$ cat src/rtl/spi_irq_pkg.sv
package spi_irq_pkg;
    parameter int FIFO_DEPTH = 32;
    parameter int DATA_W     = 32;
    parameter int STAT_W     = 7;
    localparam int CNT_W     = $clog2(FIFO_DEPTH + 1);
    localparam int ADDR_W    = 3;

    // Status bit positions (software decodes these)
    localparam int B_TX_UNDER = 6;
    localparam int B_RX_FULL  = 5;
    localparam int B_RX_THR   = 4;
    localparam int B_TX_FULL  = 3;
    localparam int B_TX_THR   = 2;
    localparam int B_MODE_F   = 1;
    localparam int B_RX_OVER  = 0;

    localparam logic [STAT_W-1:0] LATCHED_BITS =
        STAT_W'((1 << B_TX_UNDER) | (1 << B_MODE_F) | (1 << B_RX_OVER));

    typedef enum logic [ADDR_W-1:0] {
        SEL_STATUS = 3'd0,
        SEL_ENABLE = 3'd1,
        SEL_DISABLE= 3'd2,
        SEL_MASK   = 3'd3,
        SEL_TX_THR = 3'd4,
        SEL_RX_THR = 3'd5,
        SEL_RSV6   = 3'd6,
        SEL_RSV7   = 3'd7
    } reg_sel_e;
endpackage

$ cat src/rtl/irq_latch_bank.sv
module irq_latch_bank
    import spi_irq_pkg::*;
(
    input  logic              clk,
    input  logic              rst_n,
    input  logic [STAT_W-1:0] set_i,
    input  logic [STAT_W-1:0] clr_i,
    output logic [STAT_W-1:0] q_o
);
    for (genvar i = 0; i < STAT_W; i++) begin : g_bit
        if (LATCHED_BITS[i]) begin : g_flop
            logic bit_q;
            always_ff @(posedge clk or negedge rst_n) begin
                if (!rst_n)
                    bit_q <= 1'b0;
                else if (set_i[i])
                    bit_q <= 1'b1;      // set beats clear
                else if (clr_i[i])
                    bit_q <= 1'b0;
            end
            assign q_o[i] = bit_q;
        end else begin : g_none
            assign q_o[i] = 1'b0;
        end
    end
endmodule

$ cat src/rtl/irq_level_eval.sv
module irq_level_eval
    import spi_irq_pkg::*;
(
    input  logic [CNT_W-1:0]  tx_count,
    input  logic [CNT_W-1:0]  rx_count,
    input  logic [CNT_W-1:0]  tx_thr,
    input  logic [CNT_W-1:0]  rx_thr,
    output logic [STAT_W-1:0] live_o
);
    localparam logic [CNT_W-1:0] FULL_CNT = CNT_W'(FIFO_DEPTH);

    always_comb begin
        live_o             = '0;
        live_o[B_RX_FULL]  = (rx_count == FULL_CNT);
        live_o[B_RX_THR]   = (rx_count >= rx_thr);
        live_o[B_TX_FULL]  = (tx_count == FULL_CNT);
        live_o[B_TX_THR]   = (tx_count <  tx_thr);
    end
endmodule

$ cat src/rtl/irq_ctrl_regs.sv
module irq_ctrl_regs
    import spi_irq_pkg::*;
(
    input  logic              clk,
    input  logic              rst_n,
    input  logic              wr_en,
    input  reg_sel_e          sel,
    input  logic [DATA_W-1:0] wr_data,
    output logic [STAT_W-1:0] mask_o,
    output logic [CNT_W-1:0]  tx_thr_o,
    output logic [CNT_W-1:0]  rx_thr_o
);
    localparam logic [CNT_W-1:0] THR_RESET = CNT_W'(1);

    logic [STAT_W-1:0] mask_d;
    logic [CNT_W-1:0]  tx_thr_d, rx_thr_d;

    always_comb begin
        mask_d   = mask_o;
        tx_thr_d = tx_thr_o;
        rx_thr_d = rx_thr_o;
        if (wr_en) begin
            unique case (sel)
                SEL_ENABLE:  mask_d   = mask_o | wr_data[STAT_W-1:0];
                SEL_DISABLE: mask_d   = mask_o & ~wr_data[STAT_W-1:0];
                SEL_TX_THR:  tx_thr_d = wr_data[CNT_W-1:0];
                SEL_RX_THR:  rx_thr_d = wr_data[CNT_W-1:0];
                default: ;
            endcase
        end
    end

    always_ff @(posedge clk or negedge rst_n) begin
        if (!rst_n) begin
            mask_o   <= '0;
            tx_thr_o <= THR_RESET;
            rx_thr_o <= THR_RESET;
        end else begin
            mask_o   <= mask_d;
            tx_thr_o <= tx_thr_d;
            rx_thr_o <= rx_thr_d;
        end
    end
endmodule

$ cat src/rtl/spi_irq_status_unit.sv
module spi_irq_status_unit
    import spi_irq_pkg::*;
(
    input  logic              clk,
    input  logic              rst_n,
    input  logic [CNT_W-1:0]  tx_count,
    input  logic [CNT_W-1:0]  rx_count,
    input  logic              ev_tx_underrun,
    input  logic              ev_mode_fault,
    input  logic              ev_rx_overrun,
    input  logic              wr_en,
    input  logic [ADDR_W-1:0] reg_addr,
    input  logic [DATA_W-1:0] wr_data,
    output logic [DATA_W-1:0] rd_data,
    output logic              irq
);
    reg_sel_e          sel;
    logic [STAT_W-1:0] ev_vec, clr_vec, sticky_q, live_vec, status_w, mask_q;
    logic [CNT_W-1:0]  tx_thr_q, rx_thr_q;

    assign sel = reg_sel_e'(reg_addr);

    always_comb begin
        ev_vec             = '0;
        ev_vec[B_TX_UNDER] = ev_tx_underrun;
        ev_vec[B_MODE_F]   = ev_mode_fault;
        ev_vec[B_RX_OVER]  = ev_rx_overrun;
        clr_vec = (wr_en && sel == SEL_STATUS) ?
                  (wr_data[STAT_W-1:0] & LATCHED_BITS) : '0;
    end

    irq_latch_bank u_latch (
        .clk   (clk),
        .rst_n (rst_n),
        .set_i (ev_vec),
        .clr_i (clr_vec),
        .q_o   (sticky_q)
    );

    irq_level_eval u_level (
        .tx_count (tx_count),
        .rx_count (rx_count),
        .tx_thr   (tx_thr_q),
        .rx_thr   (rx_thr_q),
        .live_o   (live_vec)
    );

    irq_ctrl_regs u_regs (
        .clk      (clk),
        .rst_n    (rst_n),
        .wr_en    (wr_en),
        .sel      (sel),
        .wr_data  (wr_data),
        .mask_o   (mask_q),
        .tx_thr_o (tx_thr_q),
        .rx_thr_o (rx_thr_q)
    );

    assign status_w = sticky_q | live_vec;
    assign irq      = |(mask_q & status_w);

    always_comb begin
        rd_data = '0;
        unique case (sel)
            SEL_STATUS: rd_data[STAT_W-1:0] = status_w;
            SEL_MASK:   rd_data[STAT_W-1:0] = mask_q;
            SEL_TX_THR: rd_data[CNT_W-1:0]  = tx_thr_q;
            SEL_RX_THR: rd_data[CNT_W-1:0]  = rx_thr_q;
            default:    rd_data = '0;
        endcase
    end
endmodule

$ cat config.mk
export PLATFORM = sky130hd
export DESIGN_NAME = spi_irq_status_unit
export DESIGN_NICKNAME = d
export VERILOG_FILES = /design/src/rtl/spi_irq_pkg.sv /design/src/rtl/irq_latch_bank.sv /design/src/rtl/irq_level_eval.sv /design/src/rtl/irq_ctrl_regs.sv /design/src/rtl/spi_irq_status_unit.sv
export SDC_FILE = /design/constraint.sdc
export NUM_CORES = 1
export LEC_CHECK = 0
export BUFFER_PORTS_ARGS = -buffer_cell sky130_fd_sc_hd__buf_2
export CELL_PAD_IN_SITES_DETAIL_PLACEMENT = 1
export CELL_PAD_IN_SITES_GLOBAL_PLACEMENT = 1
export CORE_MARGIN = 2
export CORE_UTILIZATION = 35
export DETAILED_ROUTE_END_ITERATION = 10
export GPL_TIMING_DRIVEN = 0
export PLACE_DENSITY_LB_ADDON = 0.08
export REMOVE_ABC_BUFFERS = 1
export SYNTH_ARGS = -nofsm -noshare
export SYNTH_HDL_FRONTEND = slang
export SYNTH_SLANG_ARGS = --single-unit
$ cat constraint.sdc
create_clock -name clk -period 4.8 [get_ports clk]
set_input_delay 1.44 -clock clk [delete_from_list [all_inputs] [get_ports clk]]
set_output_delay 1.44 -clock clk [all_outputs]
set_load 0.005 [all_outputs]
==> metrics.cfg, run 1 <==
[finish]
multi_input_area_um2=979.7
antenna_cells=0
area_growth_pct=10.72
drive_gt1_share_pct=25.00
num-fill-cells=580
regArea_um2=553.0
final_cells=283
nNetsFinal=281

[clock_tree]
clock_sinks=22
insertion_delay_ps=260
clk_pin_slew_worst_paths_ps=80
post-cts-setup-buffer-count=0
clock_path_buffers=2
postCtsResizedCells=0
cts_hold_buffers=0
cts_tree=built
cts_root_buf=clkbuf_8
cts.htree.levels=1
cts_buffers=3

[floorplanning]
rows=25
die_h_um=74.01
start_util_pct=36.32
fp.dieArea_um2=5477
io_pins=86
coreArea_um2=4723
fp.dieW_um=74.01

[placement]
post-dp-hpwl_mm=3.659
gp_congestion=0.8071
placed_cells=279
io_buffers=35

[timing]
finClkSkew_ps=0
min_period_ps=4399
timing.final.max_slew_violations=0
post-route-period-util_pct=91.65
tns_ps=0
slew_headroom_pct=48.94
rsz0062_at_grt=no
hold_violations=0
setup-violations-final=0
worstMarginPinSlew_ps=764.4
maxClockFrequency_ghz=0.2273

[global_routing]
grt_pass1_wl_mm=7.465
grt_usage_pct=18.19
grt-ovfl-total=0
grt_max_degree=23
first_global_vias=1466
antenna_found_initial=0

[synthesis]
synth_ff_type=dfrtp_1
synth_edf_count=0
async_reset_ff_share_pct=100.0
syn-mean-instance-area_um2=9.323
synth_cells=184
yosysWarnings=0
yosysUniqueCellTypes=38
ys_ff_latch=22
yosysSeqAreaShare_pct=32.24
syn_area_um2=1715

[critical_path]
r2r-start=u_regs.tx_thr_o[2]
crit_type=input port to output pin
reg2regPathDepth=1
startpoint=reg_addr[2]
cp_data_required_time_ps=3360
critPathArrivalTime_ps=2960
r2r_slack_ps=3990
cp-start-kind=input port
worstPathMaxFanout=15
end_kind=output pin

[detailed_routing]
drcViolationCount=0
firstDrtPassIters=4
dr.first_iter.drc_count=41
vias=1442
antenna_left=0
wirelength_mm=4.654
wire_per_inst_um=16.45
viasPerCell=5.095

[min_path]
hold_start=u_latch.g_bit[0].g_flop.bit_q
hold_depth=1
hold_class=flop to flop

[power]
p_per_area_nw_per_um2=285.8
p_leak_nw=0.9229
ir_drop_v=0.0001072

[run]
max_cap_violations=0

[status]
status=completed

==> layout make-up <==
class | instances | share of cell area (%)
Sequential cell | 22 | 29.12
Timing Repair Buffer | 35 | 9.223
Inverter | 14 | 2.767
Clock buffer | 4 | 2.899
Multi-Input combinational cell | 141 | 51.58
Tap cell | 67 | 4.414
==> power breakdown <==
group	total (W)	internal, W	switching, W
clock	0.000139	0.0000732	0.0000656
combinational	0.000166	0.0000786	0.0000874
sequential	0.000238	0.000213	0.0000246
==> per-stage QoR <==
step	hold WS (ps)	instance area (µm²)	setup WS, ps	utilization [%]	total power (W)
4_1_cts	530.7	1899	378.0	40.21	0.0005461
3_3_place_gp	501.6	1844	429.9	39.05	0.0003981
2_1_floorplan	467.0	1585	1032	-	0.0003372
5_1_grt	544.1	1899	206.9	40.21	0.0005842
6_report	528.5	1899	400.8	40.21	0.0005429
3_5_place_dp	507.9	1844	373.8	39.05	0.0004096
==> path summary, 6_finish.rpt <==
check                                                endpoint
worst min-delay path            u_latch.g_bit[0].g_flop.bit_q
min in group asynchronous                           async pin
worst max-delay path                               rd_data[4]
max in group asynchronous                  u_regs.tx_thr_o[0]
worst max register to register             u_regs.tx_thr_o[2]
worst min register to register  u_latch.g_bit[0].g_flop.bit_q
==> cell usage in the layout, fill, tap and decap left out, types with 3 or more instances in the layout <==
cell and n:
buf_2 35, conb_1 25, dfrtp_1 20, a21oi_1 17, inv_1 14, nor2_1 11
ha_1 11, nand3_1 10, nand2_1 8, a22o_1 8, mux2_1 6, mux2_4 6
a31oi_1 4, clkbuf_8 4, nand2b_1 3, nor2b_1 3, a21o_1 3
==> routing by layer <==
metal | GRT usage (%) | routed length [µm]
met5 | 0 | 0
met4 | 4.242 | 52
met3 | 2.846 | 254
met2 | 30.36 | 2207
met1 | 24.92 | 2140
==> cells in the mapped netlist (4+ instances only) <==
master   instances  area (µm²)
buf_4           27       202.7
dfrtp_1         20       500.5
a21oi_1         17       85.08
inv_1           14       52.55
ha_1            11       137.6
nor2_1          11       41.29
nand3_1         10       50.05
a22o_1           8       70.07
nand2_1          8       30.03
mux2_1           6       67.56
mux2_4           6       90.09
a31oi_1          4       25.02
==> worst max-delay path: stages <==
cell and delay [ps]:
buf_2 270, nor2b_1 670, a22o_1 260, a32oi_1 50, o21ai_1 120, buf_2 140
==> cell families (layout without fill, tap and decap cells) <==
| group | count (synthesis) | in the layout | share of synthesized area (%) |
|---|---|---|---|
| fa+ha+maj | 11 | 11 | 8.023 |
| simple gates | 47 | 47 | 15.83 |
| compound gates | 44 | 44 | 17.29 |
| buf+inv | 45 | 53 | 15.90 |
| other cells | 1 | 25 | 0.2186 |
| mux | 14 | 14 | 10.50 |
| flops | 22 | 22 | 32.24 |
Note: power is estimated with default switching activity, not from simulation.
==> run 2, diff against run 1 <==
- RECOVER_POWER: unset -> 100
==> metrics.cfg, run 2 (synthesized netlist as in run 1, its figures left out) <==
[global_routing]
grt_usage_pct=18.19
grt_pass1_wl_mm=7.465
grt_max_degree=23
grt-ovfl-total=0
first_global_vias=1466
antenna_found_initial=0

[finish]
antenna_cells=0
drive_gt1_share_pct=19.44
nNetsFinal=281
area_growth_pct=7.367
final_cell_mix=30 x buf_2, 25 x conb_1, 20 x dfrtp_1
final_common_cell=buf_2

[timing]
tns_ps=0
maxClockFrequency_ghz=0.2264
worstMarginPinSlew_ps=1284
post-route-period-util_pct=92.03
slew_headroom_pct=14.38
setup-violations-final=0
finClkSkew_ps=0
min_period_ps=4418
rsz0062_at_grt=no
timing.final.max_slew_violations=0
setup_slack_ps=382.5
hold_violations=0

[run]
max_cap_violations=0

[clock_tree]
cts_buffers=3
insertion_delay_ps=260
cts_hold_buffers=0
postCtsResizedCells=0
post-cts-setup-buffer-count=0
clock_sinks=22
clock_path_buffers=2
clk_pin_slew_worst_paths_ps=80
cts_root_buf=clkbuf_8
cts_tree=built
cts.htree.levels=1

[critical_path]
path_delay_family=buffers and inverters
max_stage_delay_ps=510
end_kind=output pin
cpMaxStageDelayCell=clkbuf_1
cp_data_required_time_ps=3360
worstPathMaxFanout=16
critPathArrivalTime_ps=2980
critical_path.cell_chain=clkbuf_1 > nor2b_1 > a22o_1 > a32oi_1 > o21ai_0 > buf_2
cp-start-kind=input port
cp.buffers_inverters=2
crit_type=input port to output pin

[detailed_routing]
vias=1435
antenna_left=0
firstDrtPassIters=4
wirelength_mm=4.658
dr.first_iter.drc_count=30
drcViolationCount=0
viasPerCell=5.071
wire_per_inst_um=16.46

[power]
ir_drop_v=0.0001069
p_per_area_nw_per_um2=288.0
p_leak_nw=0.8677
power.total_w=0.0005304

[placement]
place_worst_setup_slack_ps=373.8
gp_congestion=0.8071
io_buffers=35
post-dp-hpwl_mm=3.659

[floorplanning]
die_h_um=74.01
fp.dieW_um=74.01
start_util_pct=36.32
fp.dieArea_um2=5477
io_pins=86
rows=25
coreArea_um2=4723

[status]
status=completed

[min_path]
hold_class=flop to flop

==> run 2: cell types whose count changed in the layout (fill, tap and decap cells not counted), sizes merged <==
cell    before  now
clkbuf       4    9
buf         35   30
==> run 2: final timing paths <==
check	startpoint	endpoint	slack, ps	depth (start not counted)
max	reg_addr[1]	rd_data[2]	380	6
min in group asynchronous	rst_n	async pin	1430	1
min reg2reg	u_latch.g_bit[1].g_flop.bit_q	u_latch.g_bit[1].g_flop.bit_q	530	1
min	u_latch.g_bit[1].g_flop.bit_q	u_latch.g_bit[1].g_flop.bit_q	530	1
max reg2reg	u_regs.rx_thr_o[4]	u_regs.rx_thr_o[4]	3960	1
max in group asynchronous	rst_n	u_regs.rx_thr_o[2]	2610	1
==> run 2: per-layer routing <==
metal | vias up | routed length (µm) | part of all wire, % | track usage (%)
met5 | - | 0 | 0 | 0
met3 | 7 | 244 | 5.2 | 2.846
met2 | 49 | 2221 | 48 | 30.36
met1 | 710 | 2127 | 46 | 24.92
li1 | 669 | - | - | -
met4 | 0 | 65 | 1.4 | 4.242
==> run 2: cell type report <==
class                      count  area (µm²)
sequential                    22       553.0
tap                           67       83.83
timing repair buffer          35       170.2
clock buffer                   4       55.05
inverter                      14       52.55
fill                         595        2882
multi-input combinational    141       927.1
==> run 2: report_power, final <==
part           total [W]  internal, W  switching, W
logic           0.000155    0.0000701     0.0000847
clock network   0.000138    0.0000732     0.0000645
registers       0.000238     0.000213     0.0000244
total           0.000530     0.000357      0.000174
==> run 2: per-stage QoR <==
step	cells	hold WS [ps]	instance area, µm²	util [%]
2_1_floorplan	177	467.0	1585	-
3_3_place_gp	279	501.6	1844	39.05
3_5_place_dp	279	507.9	1844	39.05
4_1_cts	283	530.7	1899	40.21
5_1_grt	283	544.1	1842	38.99
6_report	283	530.2	1842	38.99
